===== config.mk =====
export PLATFORM = sky130hd
export DESIGN_NAME = bcd_calendar_clock
export DESIGN_NICKNAME = d
export VERILOG_FILES = /design/src/rtl/bcd_cal_pkg.sv /design/src/rtl/bcd_cal_prescaler.sv /design/src/rtl/bcd_cal_step.sv /design/src/rtl/bcd_calendar_clock.sv
export SDC_FILE = /design/constraint.sdc
export NUM_CORES = 1
export LEC_CHECK = 0
export BUFFER_PORTS_ARGS = -buffer_cell sky130_fd_sc_hd__buf_4
export CORE_ASPECT_RATIO = 0.6
export CORE_MARGIN = 1
export CORE_UTILIZATION = 60
export CTS_CLUSTER_SIZE = 12
export DETAILED_ROUTE_END_ITERATION = 8
export GPL_ROUTABILITY_DRIVEN = 0
export PLACE_DENSITY = 0.83
export SYNTH_ARGS = -nofsm -noshare
export SYNTH_HDL_FRONTEND = slang
export SYNTH_HIERARCHICAL = 1
export SYNTH_SLANG_ARGS = --single-unit

===== constraint.sdc =====
create_clock -name clk -period 5.27 [get_ports clk]
set_input_delay 0.2635 -clock clk [delete_from_list [all_inputs] [get_ports clk]]
set_output_delay 0.2635 -clock clk [all_outputs]
set_load 0.1 [all_outputs]

===== src/rtl/bcd_cal_pkg.sv =====
package bcd_cal_pkg;

    typedef struct packed {
        logic [7:0] sec;
        logic [7:0] min;
        logic [7:0] hour;
        logic [7:0] dow;
        logic [7:0] date;
        logic [7:0] month;
        logic [7:0] year;
    } cal_t;

    localparam logic [7:0] SEC_LAST   = 8'h59;
    localparam logic [7:0] MIN_LAST   = 8'h59;
    localparam logic [7:0] HOUR_LAST  = 8'h23;
    localparam logic [7:0] DOW_FIRST  = 8'h01;
    localparam logic [7:0] DOW_LAST   = 8'h07;
    localparam logic [7:0] DATE_FIRST = 8'h01;
    localparam logic [7:0] MON_FIRST  = 8'h01;
    localparam logic [7:0] MON_LAST   = 8'h12;
    localparam logic [7:0] YEAR_LAST  = 8'h99;

    localparam cal_t CAL_RESET = '{sec: 8'h00, min: 8'h00, hour: 8'h00,
                                   dow: DOW_FIRST, date: DATE_FIRST,
                                   month: MON_FIRST, year: 8'h00};

    // Add one to a two-digit packed BCD value (caller handles wrap).
    function automatic logic [7:0] bcd_inc(input logic [7:0] v);
        if (v[3:0] == 4'd9)
            return {v[7:4] + 4'd1, 4'd0};
        else
            return {v[7:4], v[3:0] + 4'd1};
    endfunction

    // A BCD year is a multiple of four when an even tens digit pairs with
    // units 0/4/8, or an odd tens digit pairs with units 2/6.
    function automatic logic is_leap(input logic [7:0] y);
        logic [3:0] u;
        u = y[3:0];
        if (y[4])
            return (u == 4'd2) || (u == 4'd6);
        else
            return (u == 4'd0) || (u == 4'd4) || (u == 4'd8);
    endfunction

    function automatic logic [7:0] month_last(input logic [7:0] m,
                                              input logic       leap);
        case (m)
            8'h02:                      return leap ? 8'h29 : 8'h28;
            8'h04, 8'h06, 8'h09, 8'h11: return 8'h30;
            default:                    return 8'h31;
        endcase
    endfunction

endpackage


===== src/rtl/bcd_cal_prescaler.sv =====
module bcd_cal_prescaler #(
    parameter int PRESC_W = 15
) (
    input  logic clk,
    input  logic rst_n,
    input  logic osc_en_i,
    input  logic clear_i,
    output logic tick_o
);
    localparam logic [PRESC_W-1:0] CNT_TOP = {PRESC_W{1'b1}};

    logic [PRESC_W-1:0] cnt_d, cnt_q;

    always_comb begin
        cnt_d  = cnt_q;
        tick_o = 1'b0;
        if (clear_i) begin
            cnt_d = '0;
        end else if (osc_en_i) begin
            cnt_d  = cnt_q + 1'b1;
            tick_o = (cnt_q == CNT_TOP);
        end
    end

    always_ff @(posedge clk or negedge rst_n) begin
        if (!rst_n) cnt_q <= '0;
        else        cnt_q <= cnt_d;
    end


    presc_clear_chk: assert property (@(posedge clk) disable iff (!rst_n)
        clear_i |=> (cnt_q == '0));


    presc_wrap_chk: assert property (@(posedge clk) disable iff (!rst_n)
        tick_o |=> (cnt_q == '0));

endmodule


===== src/rtl/bcd_cal_step.sv =====
module bcd_cal_step
    import bcd_cal_pkg::*;
(
    input  cal_t cur_i,
    output cal_t nxt_o
);
    logic       leap;
    logic [7:0] last_day;
    logic       wrap_sec, wrap_min, wrap_hour, wrap_date, wrap_mon;

    always_comb begin
        leap      = is_leap(cur_i.year);
        last_day  = month_last(cur_i.month, leap);
        wrap_sec  = (cur_i.sec   == SEC_LAST);
        wrap_min  = (cur_i.min   == MIN_LAST);
        wrap_hour = (cur_i.hour  == HOUR_LAST);
        wrap_date = (cur_i.date  == last_day);
        wrap_mon  = (cur_i.month == MON_LAST);

        nxt_o     = cur_i;
        nxt_o.sec = wrap_sec ? 8'h00 : bcd_inc(cur_i.sec);
        if (wrap_sec) begin
            nxt_o.min = wrap_min ? 8'h00 : bcd_inc(cur_i.min);
            if (wrap_min) begin
                nxt_o.hour = wrap_hour ? 8'h00 : bcd_inc(cur_i.hour);
                if (wrap_hour) begin
                    nxt_o.dow  = (cur_i.dow == DOW_LAST) ? DOW_FIRST
                                                         : bcd_inc(cur_i.dow);
                    nxt_o.date = wrap_date ? DATE_FIRST : bcd_inc(cur_i.date);
                    if (wrap_date) begin
                        nxt_o.month = wrap_mon ? MON_FIRST : bcd_inc(cur_i.month);
                        if (wrap_mon)
                            nxt_o.year = (cur_i.year == YEAR_LAST) ? 8'h00
                                                                   : bcd_inc(cur_i.year);
                    end
                end
            end
        end
    end

endmodule


===== src/rtl/bcd_calendar_clock.sv =====
module bcd_calendar_clock
    import bcd_cal_pkg::*;
#(
    parameter int PRESC_W = 15
) (
    input  logic       clk,
    input  logic       rst_n,
    input  logic       osc_en_i,
    input  logic       hold_i,
    input  logic       load_i,
    input  logic [7:0] ld_min_i,
    input  logic [7:0] ld_hour_i,
    input  logic [7:0] ld_dow_i,
    input  logic [7:0] ld_date_i,
    input  logic [7:0] ld_month_i,
    input  logic [7:0] ld_year_i,
    input  logic       snap_i,
    output logic [7:0] sec_o,
    output logic [7:0] min_o,
    output logic [7:0] hour_o,
    output logic [7:0] dow_o,
    output logic [7:0] date_o,
    output logic [7:0] month_o,
    output logic [7:0] year_o
);
    typedef struct packed {
        cal_t cal;
        cal_t snap;
    } state_t;

    state_t st_d, st_q;
    logic   tick;
    logic   presc_clr;
    cal_t   cal_next;

    assign presc_clr = hold_i | load_i;

    bcd_cal_prescaler #(.PRESC_W(PRESC_W)) u_presc (
        .clk      (clk),
        .rst_n    (rst_n),
        .osc_en_i (osc_en_i),
        .clear_i  (presc_clr),
        .tick_o   (tick)
    );

    bcd_cal_step u_step (
        .cur_i (st_q.cal),
        .nxt_o (cal_next)
    );

    always_comb begin
        st_d = st_q;
        if (load_i) begin
            st_d.cal.sec   = 8'h00;
            st_d.cal.min   = ld_min_i;
            st_d.cal.hour  = ld_hour_i;
            st_d.cal.dow   = ld_dow_i;
            st_d.cal.date  = ld_date_i;
            st_d.cal.month = ld_month_i;
            st_d.cal.year  = ld_year_i;
        end else if (tick) begin
            st_d.cal = cal_next;
        end
        if (snap_i)
            st_d.snap = st_q.cal;
    end

    always_ff @(posedge clk or negedge rst_n) begin
        if (!rst_n) st_q <= '{cal: CAL_RESET, snap: CAL_RESET};
        else        st_q <= st_d;
    end

    assign sec_o   = st_q.snap.sec;
    assign min_o   = st_q.snap.min;
    assign hour_o  = st_q.snap.hour;
    assign dow_o   = st_q.snap.dow;
    assign date_o  = st_q.snap.date;
    assign month_o = st_q.snap.month;
    assign year_o  = st_q.snap.year;


    load_apply_chk: assert property (@(posedge clk) disable iff (!rst_n)
        load_i |=> (st_q.cal.sec == 8'h00) && (st_q.cal.min == $past(ld_min_i))
                && (st_q.cal.hour == $past(ld_hour_i))
                && (st_q.cal.year == $past(ld_year_i)));


    hold_freeze_chk: assert property (@(posedge clk) disable iff (!rst_n)
        (hold_i && !load_i) |=> $stable(st_q.cal));


    time_range_chk: assert property (@(posedge clk) disable iff (!rst_n)
        (st_q.cal.sec <= SEC_LAST) && (st_q.cal.sec[3:0] <= 4'd9)
        && (st_q.cal.min <= MIN_LAST) && (st_q.cal.hour <= HOUR_LAST));


    min_carry_chk: assert property (@(posedge clk) disable iff (!rst_n)
        (!load_i && st_q.cal.sec != SEC_LAST) |=> $stable(st_q.cal.min));


    dow_range_chk: assert property (@(posedge clk) disable iff (!rst_n)
        (st_q.cal.dow >= DOW_FIRST) && (st_q.cal.dow <= DOW_LAST));


    month_range_chk: assert property (@(posedge clk) disable iff (!rst_n)
        (st_q.cal.month >= MON_FIRST) && (st_q.cal.month <= MON_LAST)
        && (st_q.cal.date != 8'h00));


    snap_hold_chk: assert property (@(posedge clk) disable iff (!rst_n)
        !snap_i |=> $stable(st_q.snap));

endmodule


# Yosys cells after proc, flatten, opt, wreduce, memory -nomap -nowiden
# Cells that the tools add are included.
[classes]
n_addsub = 15
n_eq_ne = 24
mux = 28
bitwise_logic = 1
n_reduce_logical = 31
[ops]
columns = ["operator", "n"]
rows = [
  ["2-to-1 mux 8 bit", 15],
  ["2-to-1 mux 56 bit", 2],
  ["adder 4 x 1 -> 4 bit, second input constant", 14],
  ["2-to-1 mux 48 bit", 1],
  ["2-to-1 mux 40 bit", 1],
  ["== test 4 bit, second input constant", 8],
  ["2-to-1 mux 32 bit", 1],
  ["2-to-1 mux 15 bit", 2],
  ["== test 8 x 3 -> 1 bit, second input constant", 3],
  ["nonzero test 3 bit", 7],
  ["== test 8 x 5 -> 1 bit, second input constant", 2],
  ["== test 8 x 7 -> 1 bit, second input constant", 2],
  ["2-to-1 mux 16 bit", 1],
  ["one-hot mux 8 bit (2 select lines)", 1],
  ["adder 15 x 1 -> 15 bit, second input constant", 1],
  ["== test 15 bit, second input constant", 1],
  ["AND reduction 5 bit", 3],
  ["nonzero test 2 bit", 7],
  ["AND reduction 6 bit", 2],
  ["== test 4 x 3 -> 1 bit, second input constant", 2],
  ["== test 8 x 2 -> 1 bit, second input constant", 1],
  ["== test 8 x 4 -> 1 bit, second input constant", 1],
  ["== test 8 x 6 -> 1 bit, second input constant", 1],
  ["== test 8 bit", 1],
  ["other kinds (11)", 19],
]
[word_totals]
register_bits = 127
inputBits = 54
output_inout_bits = 56

# Depth between registers and ports, before layout
[depth]
ltp_word = 13
ltp_mapped = 12
mapped_depth_nobuf = 10

# Hierarchy
# Netlist, hierarchy kept.
[modules_own_cells]
columns = ["module", "instances", "cells_each", "area_each_um2"]
rows = [
  ["bcd_calendar_clock", 1, 408, 5240.0],
  ["bcd_cal_step", 1, 276, 1818.0],
  ["bcd_cal_prescaler", 1, 82, 820.8],
]

# Worst setup path after synthesis
# Ideal clock, no wire load.
[synth_timing]
path_kind = "register to register"
start = "register st_q[68] (netlist name)"
end = "register st_q[67] (netlist name)"
arrival_time_ns = 2.555
t_required_ns = 5.138
slack_ns = 2.583
stages_incl_launch_ff = 11
n_path_buf = 0
period_less_slack_ns = 2.687
cell_sequence = "dfrtp_1 inv_1 ha_1 or3b_4 a2111o_1 a31o_4 a211oi_4 a21oi_1 or3b_1 mux2i_1 o21ai_1"
[synth_rtl]
columns = ["element", "line", "text"]
rows = [
  ["from (decl)", "bcd_calendar_clock.sv:31", "state_t st_d, st_q;"],
  ["from (signal assigned)", "bcd_calendar_clock.sv:69", "if (!rst_n) st_q <= '{cal: CAL_RESET, snap: CAL_RESET};"],
  ["from (signal assigned)", "bcd_calendar_clock.sv:70", "else st_q <= st_d;"],
]

# Final worst setup path
[layout_timing]
start = "register st_q[105] (netlist name)"
end = "register st_q[67] (netlist name)"
[layout_via]
elab_chain_cells = 3
[layout_rtl]
columns = ["element", "line", "text"]
rows = [
  ["== test 8 x 7 -> 1 bit", "bcd_cal_step.sv:14", "wrap_sec = (cur_i.sec == SEC_LAST);"],
  ["nonzero test 2 bit (no source line)", "-", ""],
  ["AND reduction 5 bit (no source line)", "-", ""],
]
# Every way passes these cells.
# A chain may end at the register's enable or synchronous reset.

==> run_results.csv <==
group,metric,value,unit
setup_path,crit_path_top_delay_cell,"a211oi_4",
placement,place_area,8250,sq um
setup_path,cp-start-kind,"flip-flop",
sta,fin_tns_setup,0,ns
cts,cts_buffer_depth,2,
cts,ctsHtreeMaxLevel,4,
yosys,ys_top_cells_by_count,"121 x dfrtp_1, 88 x nand2_1, 61 x mux2i_1, 60 x buf_4, 55 x nor2_1",
setup_path,crit_type,"reg2reg",
sta,fin_crit_sh,67.3,%
hold_path,hp-class,"in2reg",
layout,final_util,69.6,%
routing,wl_per_cell,17.2,microns
power,p_sw,1.08,mW
layout,drive_gt1_share,27.6,%
layout,fillCellCount,949,
floorplanning,coreArea,12800,sq um
yosys,synth_cells,766,
sta,hold-worst-slack,0.0591,ns
setup_path,crit_cells,9,
routing,drc,0,
power,p_seq_share,35.6,%
routing,ant_nets,0,
yosys,synth_seq_area_share,40.4,%
cts,clk_pin_slew,0.06,ns
setup_path,crit_path_max_incr_delay,0.81,ns
routing,vias_per_cell,5.81,
sta,worstMarginPinSlew,0.998,ns
floorplanning,fp.dieH,90.8,microns
power,switching_share,33.2,%
power,p_int,2.17,mW
power,clockPowerShare,40.8,%
global_route,grtUsageTotal,26.3,%
yosys,syn_area,7880,sq um
sta,finClkSkew,0.00818,ns
global_route,antenna_found_initial,0,
sta,drv_slew,0,
floorplanning,die_w,150,microns
setup_path,cp_max_fo,14,
cts,numCtsBuffers,17,
yosys,synth_largest_area_cell,"dfrtp_1",
power,comb_power_share,23.5,%
cts,root_buffer,"clkbuf_16",
layout,syn_to_final_growth,13.2,%
routing,firstDrtPassIters,5,
yosys,ys_ff_latch,127,
layout,final_nets,887,
cts,post_cts_buffers,0,
placement,port_buffers,109,
yosys,yosys_warnings,6,
yosys,synthFlopType,"dfrtp_1",
yosys,synth_cell_types,64,
floorplanning,rows,32,
setup_path,critPathCaptureType,"flip-flop",
placement,dp_hpwl,11200,microns
sta,rsz0062_at_grt,"false",
yosys,async_reset_ff_share,100,%
global_route,grt_max_degree,104,
sta,period_minus_slack,3.55,ns
setup_path,cp.buffers_inverters,1,
sta,finalHoldViolations,0,
setup_path,crit_required,5.52,ns
yosys,synth_nets,845,
sta,finalSetupViolations,0,
yosys,synth.area.top_cells,"dfrtp_1 38%, mux2i_1 7.7%, mux2_4 7.6%",
routing,drtIter0Drc,414,
yosys,synth_top_area_share,38.4,%
global_route,grt_pass1_vias,5557,
power,power.density,365,nW/um^2
power,ir_drop,0.275,mV
floorplanning,dieArea,13600,sq um
sta,setup_ws,1.72,ns
yosys,syn_area_per_cell,10.3,sq um
power,p_leak,3.97,nW
layout,diodes,0,
global_route,grt_pass1_wl,27800,microns
yosys,yosysMostFrequentCell,"dfrtp_1",
sta,relSlewSlack,33.5,%
sta,max_freq,0.282,GHz
yosys,synth_edf_count,0,
cts,clock_latency,0.42,ns
layout,final_cell_area,8920,sq um
cts,cts_tree,"done",
floorplanning,io_pins,110,
placement,dp_slack,1.92,ns
run_status,status,"finished clean",
cts,clock_sinks,127,
setup_path,reg2reg_depth,9,
floorplanning,start_util,61.5,%
setup_path,cp_top_family,"simple AND/OR/NAND/NOR gates",
hold_path,min_path_cells,3,
routing,vias,5750,
setup_path,arrival,3.80,ns
global_route,grt-ovfl-total,0,
routing,drt-total-wl,17000,microns
setup_path,crit_chain,"inv_1 -> ha_1 -> and3b_1 -> nand4_1 -> a211oi_4 -> a21oi_1 -> or3b_1 -> mux2i_1 -> o21ai_1",
flow_run,maxCapViolCount,0,
-- state kept, by name (all words and copies together), names as in the netlist --
register,cells
month_o,8
sec_o,8
st_q,56
date_o,8
year_o,8
hour_o,8
min_o,8
dow_o,8
u_presc/cnt_q,15
-- logic make-up (layout without fill, tap and decap cells) --
family,Yosys count,after routing,synth area share (%)
DFF,127,127,40.4
muxes,129,129,19.4
AOI/OAI and AO/OA,117,117,9.15
buffers and inverters,111,165,9.77
and+or+nand+nor,234,234,14.8
adders and majority gates,25,25,3.97
xor gates and xnor gates,23,23,2.56
-- worst reg2reg max path, cell delays in order, from the launching register on --
cell	delay (ns)
dfrtp_1	0.42
inv_1	0.09
ha_1	0.17
and3b_1	0.40
nand4_1	0.64
a211oi_4	0.82
a21oi_1	0.21
or3b_1	0.39
mux2i_1	0.15
o21ai_1	0.09
-- stage by stage --
stage / instances / total power, mW
2_1_floorplan: 766 / 1.82
3_3_place_gp: 958 / 1.92
3_5_place_dp: 958 / 1.94
4_1_cts: 990 / 3.27
5_1_grt: 990 / 3.37
6_report: 990 / 3.25
-- power by group through the flow --
stage               clock network [mW]  registers (mW)  logic, mW
global placement                     0            1.17      0.747
CTS                               1.35            1.16      0.767
detailed placement                   0            1.17      0.761
finish                            1.33            1.16      0.765
global route                      1.39            1.17      0.805
floorplan                            0            1.14      0.677
-- cells in the final DEF, fill, tap and decap left out, drive strengths merged, types with 3 or more instances in the layout --
cell type and n:
clkbuf 17, nor4 6, o211ai 3, mux2 68
bufinv 6, o31ai 8, ha 25, and3 4
clkinv 5, dfrtp 121, inv 22, nand2b 8
xnor2 15, nand4 15, o21ai 71, nor2b 6
a31oi 3, buf 112, and3b 4, mux2i 61
nor2 55, or2 5, nor3 8, or4 5
xor2 8, nand3 15, nand2 88, or3 3
dfstp 6, a21oi 15
-- layout make-up --
type / count / area [sq um] / share of cell area [%]
clock inverter: 14 / 240 / 2.69
tap: 170 / 213 / 2.38
multi-input combinational: 528 / 3930 / 44.0
sequential: 127 / 3190 / 35.7
inverter: 21 / 78.8 / 0.883
clock buffer: 17 / 425 / 4.77
timing repair buffer: 113 / 851 / 9.54
-- per-layer routing --
metal | routed length [microns] | track usage [%]
met5 | 0 | 0
met4 | 203 | 7.83
met3 | 1030 | 6.06
met2 | 7740 | 39.9
met1 | 8030 | 37.3
-- what timing repair did --
item | CTS | global route
hold buffers | 1 | 0
gates resized for setup | 0 | 0
hold endpoints to repair | 51 | 0
setup endpoints to repair | 0 | 0
-- final timing paths --
check / start / to / slack (ns)
worst max-delay path: st_q[105] / st_q[67] / 1.72
worst min-delay path: ld_hour_i[6] / st_q[94] / 0.06
worst max register to register: st_q[105] / st_q[67] / 1.72
worst min register to register: min_o[7] / min_o[7] / 0.49
max in group asynchronous: rst_n / st_q[76] / 3.44
min in group asynchronous: rst_n / min_o[2] / 0.41
Power figures use the tool's default switching activity.
